### src/rtl/pin_ctrl_pkg.sv
`timescale 1ns/1ps
package pin_ctrl_pkg;
  localparam int PIN_IDX_W = 5;
  localparam int ADDR_W    = 6;
  localparam int DATA_W    = 32;
  localparam int HALF      = 16;

  // decoded write request handed from control to datapath
  typedef struct packed {
    logic                 pinWr;
    logic                 cfgLo;
    logic                 cfgHi;
    logic                 irqLo;
    logic                 irqHi;
    logic [PIN_IDX_W-1:0] pinIdx;
  } pcbStrobe_t;
endpackage

### src/rtl/pin_ctrl_decode.sv
`timescale 1ns/1ps
module pin_ctrl_decode
  import pin_ctrl_pkg::*;
#(
  parameter int NPINS = 32
) (
  input  logic              clk,
  input  logic              rstN,
  input  logic              busWe,
  input  logic [ADDR_W-1:0] busAddr,
  output pcbStrobe_t        strobe
);
  localparam logic [ADDR_W-1:0] PIN_LIMIT = ADDR_W'(NPINS);
  localparam logic [ADDR_W-1:0] A_CFG_LO  = ADDR_W'(32);
  localparam logic [ADDR_W-1:0] A_CFG_HI  = ADDR_W'(33);
  localparam logic [ADDR_W-1:0] A_IRQ_LO  = ADDR_W'(34);
  localparam logic [ADDR_W-1:0] A_IRQ_HI  = ADDR_W'(35);

  always_comb begin
    strobe        = '0;
    strobe.pinIdx = busAddr[PIN_IDX_W-1:0];
    if (busWe) begin
      strobe.pinWr = (busAddr < PIN_LIMIT);
      strobe.cfgLo = (busAddr == A_CFG_LO);
      strobe.cfgHi = (busAddr == A_CFG_HI);
      strobe.irqLo = (busAddr == A_IRQ_LO);
      strobe.irqHi = (busAddr == A_IRQ_HI);
    end
  end

  // one access is at most one kind of write
  single_kind_chk: assert property (@(posedge clk) disable iff (!rstN)
    $onehot0({strobe.pinWr, strobe.cfgLo, strobe.cfgHi, strobe.irqLo, strobe.irqHi}));

  // no request without a bus write
  idle_quiet_chk: assert property (@(posedge clk) disable iff (!rstN)
    !busWe |-> !(strobe.pinWr || strobe.cfgLo || strobe.cfgHi || strobe.irqLo || strobe.irqHi));
endmodule

### src/rtl/pin_ctrl_store.sv
`timescale 1ns/1ps
module pin_ctrl_store
  import pin_ctrl_pkg::*;
#(
  parameter int NPINS = 32,
  parameter int MUX_W = 4
) (
  input  logic                    clk,
  input  logic                    rstN,
  input  pcbStrobe_t              strobe,
  input  logic [DATA_W-1:0]       busWdata,
  input  logic [ADDR_W-1:0]       busAddr,
  output logic [DATA_W-1:0]       busRdata,
  output logic [NPINS-1:0]        pullUpEn,
  output logic [NPINS-1:0]        pullDownEn,
  output logic [NPINS-1:0]        slewSlow,
  output logic [NPINS-1:0]        filterEn,
  output logic [NPINS-1:0]        openDrainEn,
  output logic [NPINS-1:0]        driveHigh,
  output logic [MUX_W*NPINS-1:0]  muxSel,
  output logic [4*NPINS-1:0]      irqCfg,
  output logic [NPINS-1:0]        lockSet
);
  localparam logic [15:0] MUX_BITS  = 16'(((1 << MUX_W) - 1) << 8);
  localparam logic [15:0] CFG_MASK  = 16'h8077 | MUX_BITS;
  localparam logic [ADDR_W-1:0] PIN_LIMIT = ADDR_W'(NPINS);
  localparam int LOCK_BIT = 15;

  logic [15:0] cfgQ [NPINS];
  logic [3:0]  irqQ [NPINS];
  logic [NPINS-1:0] cfgEn;
  logic [NPINS-1:0] irqEn;

  for (genvar i = 0; i < NPINS; i++) begin : g_pin
    localparam bit IS_LO = (i < HALF);
    localparam int SUB   = i % HALF;
    logic direct, grpCfg, grpIrq;

    assign direct = strobe.pinWr && (strobe.pinIdx == PIN_IDX_W'(i));
    assign grpCfg = (IS_LO ? strobe.cfgLo : strobe.cfgHi) && busWdata[HALF + SUB];
    assign grpIrq = (IS_LO ? strobe.irqLo : strobe.irqHi) && busWdata[SUB];
    assign cfgEn[i] = (direct || grpCfg) && !cfgQ[i][LOCK_BIT];
    assign irqEn[i] = direct || grpIrq;

    always_ff @(posedge clk or negedge rstN) begin
      if (!rstN) begin
        cfgQ[i] <= '0;
        irqQ[i] <= '0;
      end else begin
        if (cfgEn[i]) cfgQ[i] <= busWdata[15:0] & CFG_MASK;
        if (irqEn[i]) irqQ[i] <= busWdata[19:16];
      end
    end

    assign pullUpEn[i]    = (cfgQ[i][1:0] == 2'd3);
    assign pullDownEn[i]  = (cfgQ[i][1:0] == 2'd2);
    assign slewSlow[i]    = cfgQ[i][2];
    assign filterEn[i]    = cfgQ[i][4];
    assign openDrainEn[i] = cfgQ[i][5];
    assign driveHigh[i]   = cfgQ[i][6];
    assign muxSel[i*MUX_W +: MUX_W] = cfgQ[i][8 +: MUX_W];
    assign irqCfg[i*4 +: 4] = irqQ[i];
    assign lockSet[i]     = cfgQ[i][LOCK_BIT];

    // a locked configuration half never moves
    lock_hold_chk: assert property (@(posedge clk) disable iff (!rstN)
      cfgQ[i][LOCK_BIT] |=> $stable(cfgQ[i]));

    // lock is sticky until reset
    lock_sticky_chk: assert property (@(posedge clk) disable iff (!rstN)
      lockSet[i] |=> lockSet[i]);

    // interrupt field changes only on a request for this pin
    irq_quiet_chk: assert property (@(posedge clk) disable iff (!rstN)
      !irqEn[i] |=> $stable(irqQ[i]));
  end

  always_comb begin
    busRdata = '0;
    if (busAddr < PIN_LIMIT)
      busRdata = {12'b0, irqQ[busAddr[PIN_IDX_W-1:0]], cfgQ[busAddr[PIN_IDX_W-1:0]]};
  end

  // reserved bits never read as one
  reserved_zero_chk: assert property (@(posedge clk) disable iff (!rstN)
    (busRdata[31:20] == '0) && (busRdata[15:0] & ~CFG_MASK) == '0);
endmodule

### src/rtl/pin_ctrl_bank.sv
`timescale 1ns/1ps
module pin_ctrl_bank
  import pin_ctrl_pkg::*;
#(
  parameter int NPINS = 32,
  parameter int MUX_W = 4
) (
  input  logic                   clk,
  input  logic                   rstN,
  input  logic                   busWe,
  input  logic [ADDR_W-1:0]      busAddr,
  input  logic [DATA_W-1:0]      busWdata,
  output logic [DATA_W-1:0]      busRdata,
  output logic [NPINS-1:0]       pullUpEn,
  output logic [NPINS-1:0]       pullDownEn,
  output logic [NPINS-1:0]       slewSlow,
  output logic [NPINS-1:0]       filterEn,
  output logic [NPINS-1:0]       openDrainEn,
  output logic [NPINS-1:0]       driveHigh,
  output logic [MUX_W*NPINS-1:0] muxSel,
  output logic [4*NPINS-1:0]     irqCfg,
  output logic [NPINS-1:0]       lockSet
);
  pcbStrobe_t strobe;

  pin_ctrl_decode #(.NPINS(NPINS)) u_decode (
    .clk(clk), .rstN(rstN), .busWe(busWe), .busAddr(busAddr), .strobe(strobe)
  );

  pin_ctrl_store #(.NPINS(NPINS), .MUX_W(MUX_W)) u_store (
    .clk(clk), .rstN(rstN), .strobe(strobe), .busWdata(busWdata), .busAddr(busAddr),
    .busRdata(busRdata), .pullUpEn(pullUpEn), .pullDownEn(pullDownEn),
    .slewSlow(slewSlow), .filterEn(filterEn), .openDrainEn(openDrainEn),
    .driveHigh(driveHigh), .muxSel(muxSel), .irqCfg(irqCfg), .lockSet(lockSet)
  );
endmodule

### config.mk
export PLATFORM = sky130hd
export DESIGN_NAME = pin_ctrl_bank
export DESIGN_NICKNAME = d
export VERILOG_FILES = /design/src/rtl/pin_ctrl_pkg.sv /design/src/rtl/pin_ctrl_decode.sv /design/src/rtl/pin_ctrl_store.sv /design/src/rtl/pin_ctrl_bank.sv
export SDC_FILE = /design/constraint.sdc
export NUM_CORES = 1
export LEC_CHECK = 0
export BUFFER_PORTS_ARGS = -buffer_cell sky130_fd_sc_hd__buf_2
export CELL_PAD_IN_SITES_DETAIL_PLACEMENT = 1
export CELL_PAD_IN_SITES_GLOBAL_PLACEMENT = 1
export CORE_ASPECT_RATIO = 1.75
export CORE_MARGIN = 2
export CORE_UTILIZATION = 40
export DETAILED_ROUTE_END_ITERATION = 16
export PLACE_DENSITY = 0.74
export SYNTH_ARGS = -nofsm -noshare
export SYNTH_HDL_FRONTEND = slang
export SYNTH_SLANG_ARGS = --single-unit
### constraint.sdc
create_clock -name clk -period 1.7 [get_ports clk]
set_clock_uncertainty 0.05 [all_clocks]
set_input_delay 0.085 -clock clk [delete_from_list [all_inputs] [get_ports clk]]
set_output_delay 0.085 -clock clk [all_outputs]
set_load 0.1 [all_outputs]
==> metrics.md <==
| Metric | Value |
|---|---|
| Worst hold path class | `in2reg` |
| CP max-delay cell | `mux4_2` |
| Max Clk Rate | `401 MHz` |
| Die area | `66,500 um2` |
| CP max stage delay | `0.49 ns` |
| Required time worst endpoint | `1.56 ns` |
| Post-detail-place hpwl | `81,000 um` |
| CP delay by family, top | `multiplexers` |
| Final GP Congestion | `0.919` |
| Area post-placement | `32,700 um2` |
| Mean post-synth cell area | `13.3 um2` |
| Max FO, Critical Path | `2` |
| Switching power | `0.0278 W` |
| First-pass GRT wire length | `157,000 um` |
| Core ar. | `64,000 um2` |
| Ranking of synthesized cells by area | `dfrtp_1 (47%), mux2_2 (20%), buf_4 (9.3%)` |
| Cell taking the most area after synthesis | `dfrtp_1` |
| Share of cells above drive strength 1 | `73.7%` |
| Hold Slack | `0.0207 ns` |
| Root buf cell | `clkbuf_16` |
| Worst Path Arrival | `2.36 ns` |
| FFs w/ async S/R, synth | `100%` |
| Chip Height | `340 um` |
| Lkg Pwr | `17.3 nW` |
| Multi-input gate area | `12,000 um2` |
| Worst-case clock buffer depth | `3` |
| Fin. Hold Viols | `0` |
| Fin nets | `2,730` |
| Mapped Area | `25,800 um2` |
| Result of the run | `complete, but fails checks` |
| Warnings, synthesis | `0` |
| Avg Vias per Cell | `5.61` |
| Post-route ant nets | `0` |
| Vias in the first global route | `22,090` |
| Leading cell type in the layout, fill and taps excluded | `buf_4` |
| First-pass DRT Iterations | `5` |
| Tot GR Track Use | `32.3%` |
| Initial antenna violation count | `7` |
| H-tree depth | `2` |
| Critical-path cell list | `mux4_2, mux2_4, a21oi_4, a221oi_4, buf_12` |
| P&R area growth vs syn | `38.6%` |
| Seq. cell area | `12,200 um2` |
| Clock slew at reported path FFs | `0.06 ns` |
| Hold path start | `busWdata[5]` |
| Final cycle utilization of the critical path | `147%` |
| Number of flops mapped to enable cells by yosys | `0` |
| Placed insts | `3,420` |
| DR vias | `19,891` |
| IO Port Bufs | `535` |
| Failing checks | `negative setup slack` |
| VDD IR max | `1.31 mV` |
| Slew @ Worst Pin | `0.835 ns` |
| Synth top area share | `46.6%` |
| Total CTS buffers | `48` |
| Logic pwr share | `51.0%` |
| RSZ-0062 raised after global routing | `yes` |
| Post-route cell area | `35,700 um2` |
| FF-to-FF Start | `u_store.lockSet[2]` |
| Final setup viols | `16` |
| Finished Layout Cells | `3,546` |
| Worst setup SP type | `flop` |
| Num rows | `123` |
| Ys flop type | `dfrtp_1` |
| DRC viols | `0` |
| CTS Sinks | `480` |
| Largest net degree at the start of global routing | `62` |
| Fin crit period | `2.50 ns` |
| Io pins | `553` |
| Reg power frac | `27.7%` |
| Starting Density | `40.2%` |
| Clock power share | `21.3%` |
| Initial DRC count | `935` |
| Slew Viols, Final | `0` |
| CTS tree | `done` |
| Final worst slack | `-0.797 ns` |
| Fill cell count | `6,395` |
| Yosys reg bits | `480` |
| Critical path launch point | `u_store.irqCfg[50]` |
| Die Span X | `196 um` |
| Clock latency on the worst-skew pair | `0.63 ns` |
| Total power per unit cell area | `1550 nW/um2` |
| Worst setup EP type | `output pin` |
| Sequential-to-total area share from yosys stat | `46.6%` |
| Max transition margin | `44.2%` |
| Yosys cell types | `53` |
| WP buf/inv | `1` |
| Maxcap violations | `0` |
| WL final | `109,000 um` |
| Highest-count cells in the layout ignoring fill and taps | `buf_4 (576), mux2_2 (355), dfrtp_1 (352), buf_2 (344), dfrtp_2 (120)` |
| Total power | `0.0555 W` |
| Critical path class | `reg2out` |
| Net Sw Frac | `50.1%` |
| Routed length per instance | `30.8 um` |
| Synthesized instance count | `1,942` |
| Cell Int Power | `0.0277 W` |
| Global route overflow | `0` |
-- registers in the layout, indices dropped and copies added, names as in the netlist --
signal               count
u_store.cfgQ            64
u_store.driveHigh       32
u_store.filterEn        32
u_store.irqCfg         128
u_store.lockSet         32
u_store.muxSel         128
u_store.openDrainEn     32
u_store.slewSlow        32
-- logic make-up (layout without fill, tap and decap cells) --
logic type	Yosys count	after routing	share of synthesized area, %
mux	628	628	30.3
flops	480	480	46.6
buf+inv	433	1203	11.6
compound gates	202	202	6.64
simple gates	198	198	4.81
other cells	1	23	0.0146
-- synthesized netlist by cell type (all sizes together), types with 5 or more instances --
library cell	instances
o221ai	15
mux4	75
mux2	465
a32oi	14
nand3	45
nor4	5
a211oi	14
a21oi	53
nand2	27
buf	367
or2	16
mux2i	88
a21o	12
clkbuf	63
a22o	18
nor2	11
dfrtp	480
o22ai	6
o21ai	16
and2	41
nor2b	35
o211a	8
o21bai	8
a221oi	30
-- routing by layer --
| layer | track usage [%] | wire length (um) |
|---|---|---|
| met4 | 16.5 | 6090 |
| met3 | 7.64 | 7540 |
| met5 | 0 | 8 |
| met2 | 55.2 | 54300 |
| met1 | 37.7 | 41100 |
-- final cells by class --
type / count / share of cell area (%)
repair buffers: 1111 / 24.6
clock inverters: 29 / 1.15
flip-flops and latches: 480 / 34.1
well taps: 812 / 2.84
multi-input cells: 1045 / 33.6
inverters: 3 / 0.0315
diodes: 6 / 0.0420
clock buffers: 60 / 3.60
-- metrics by stage --
stage               TNS, ns  utilization (%)  worst slack (ns)
floorplan            -31.01                -            -0.641
global placement    -132.81             51.0            -0.640
detailed placement  -151.64             51.0            -0.636
CTS                  -10.48             55.2            -0.821
global route         -11.17             55.8            -0.823
finish               -10.36             55.8            -0.797
-- what timing repair did --
item                                    in CTS  in global routing
pin swaps                                   21                  6
cloned                                       0                  0
endpoints found under the hold margin      509                  0
gates resized for setup                    227                 90
hold buffers                                21                  0
setup buffers                                7                  5
endpoints found under the setup margin     145                 79
-- path summary, 6_finish.rpt --
check                           cells after the start                 endpoint  slack (ns)
worst max-delay path                                5             busRdata[18]       -0.80
max in group asynchronous                           4  u_store.openDrainEn[27]        0.38
worst min-delay path                                2   u_store.openDrainEn[9]        0.02
min in group asynchronous                           3       u_store.irqCfg[15]        0.48
worst max register to register                      5        u_store.cfgQ[465]        0.17
worst min register to register                      1       u_store.muxSel[84]        0.48
-- power by group through the flow --
stage	clock network, W	logic, W	registers [W]
after floorplan	0	0.0174	0.0194
after global placement	0	0.0267	0.0152
after detailed placement	0	0.0271	0.0154
after CTS	0.0120	0.0279	0.0152
after global routing	0.0124	0.0289	0.0155
final	0.0118	0.0283	0.0153
(Power assumes the default switching activity.)
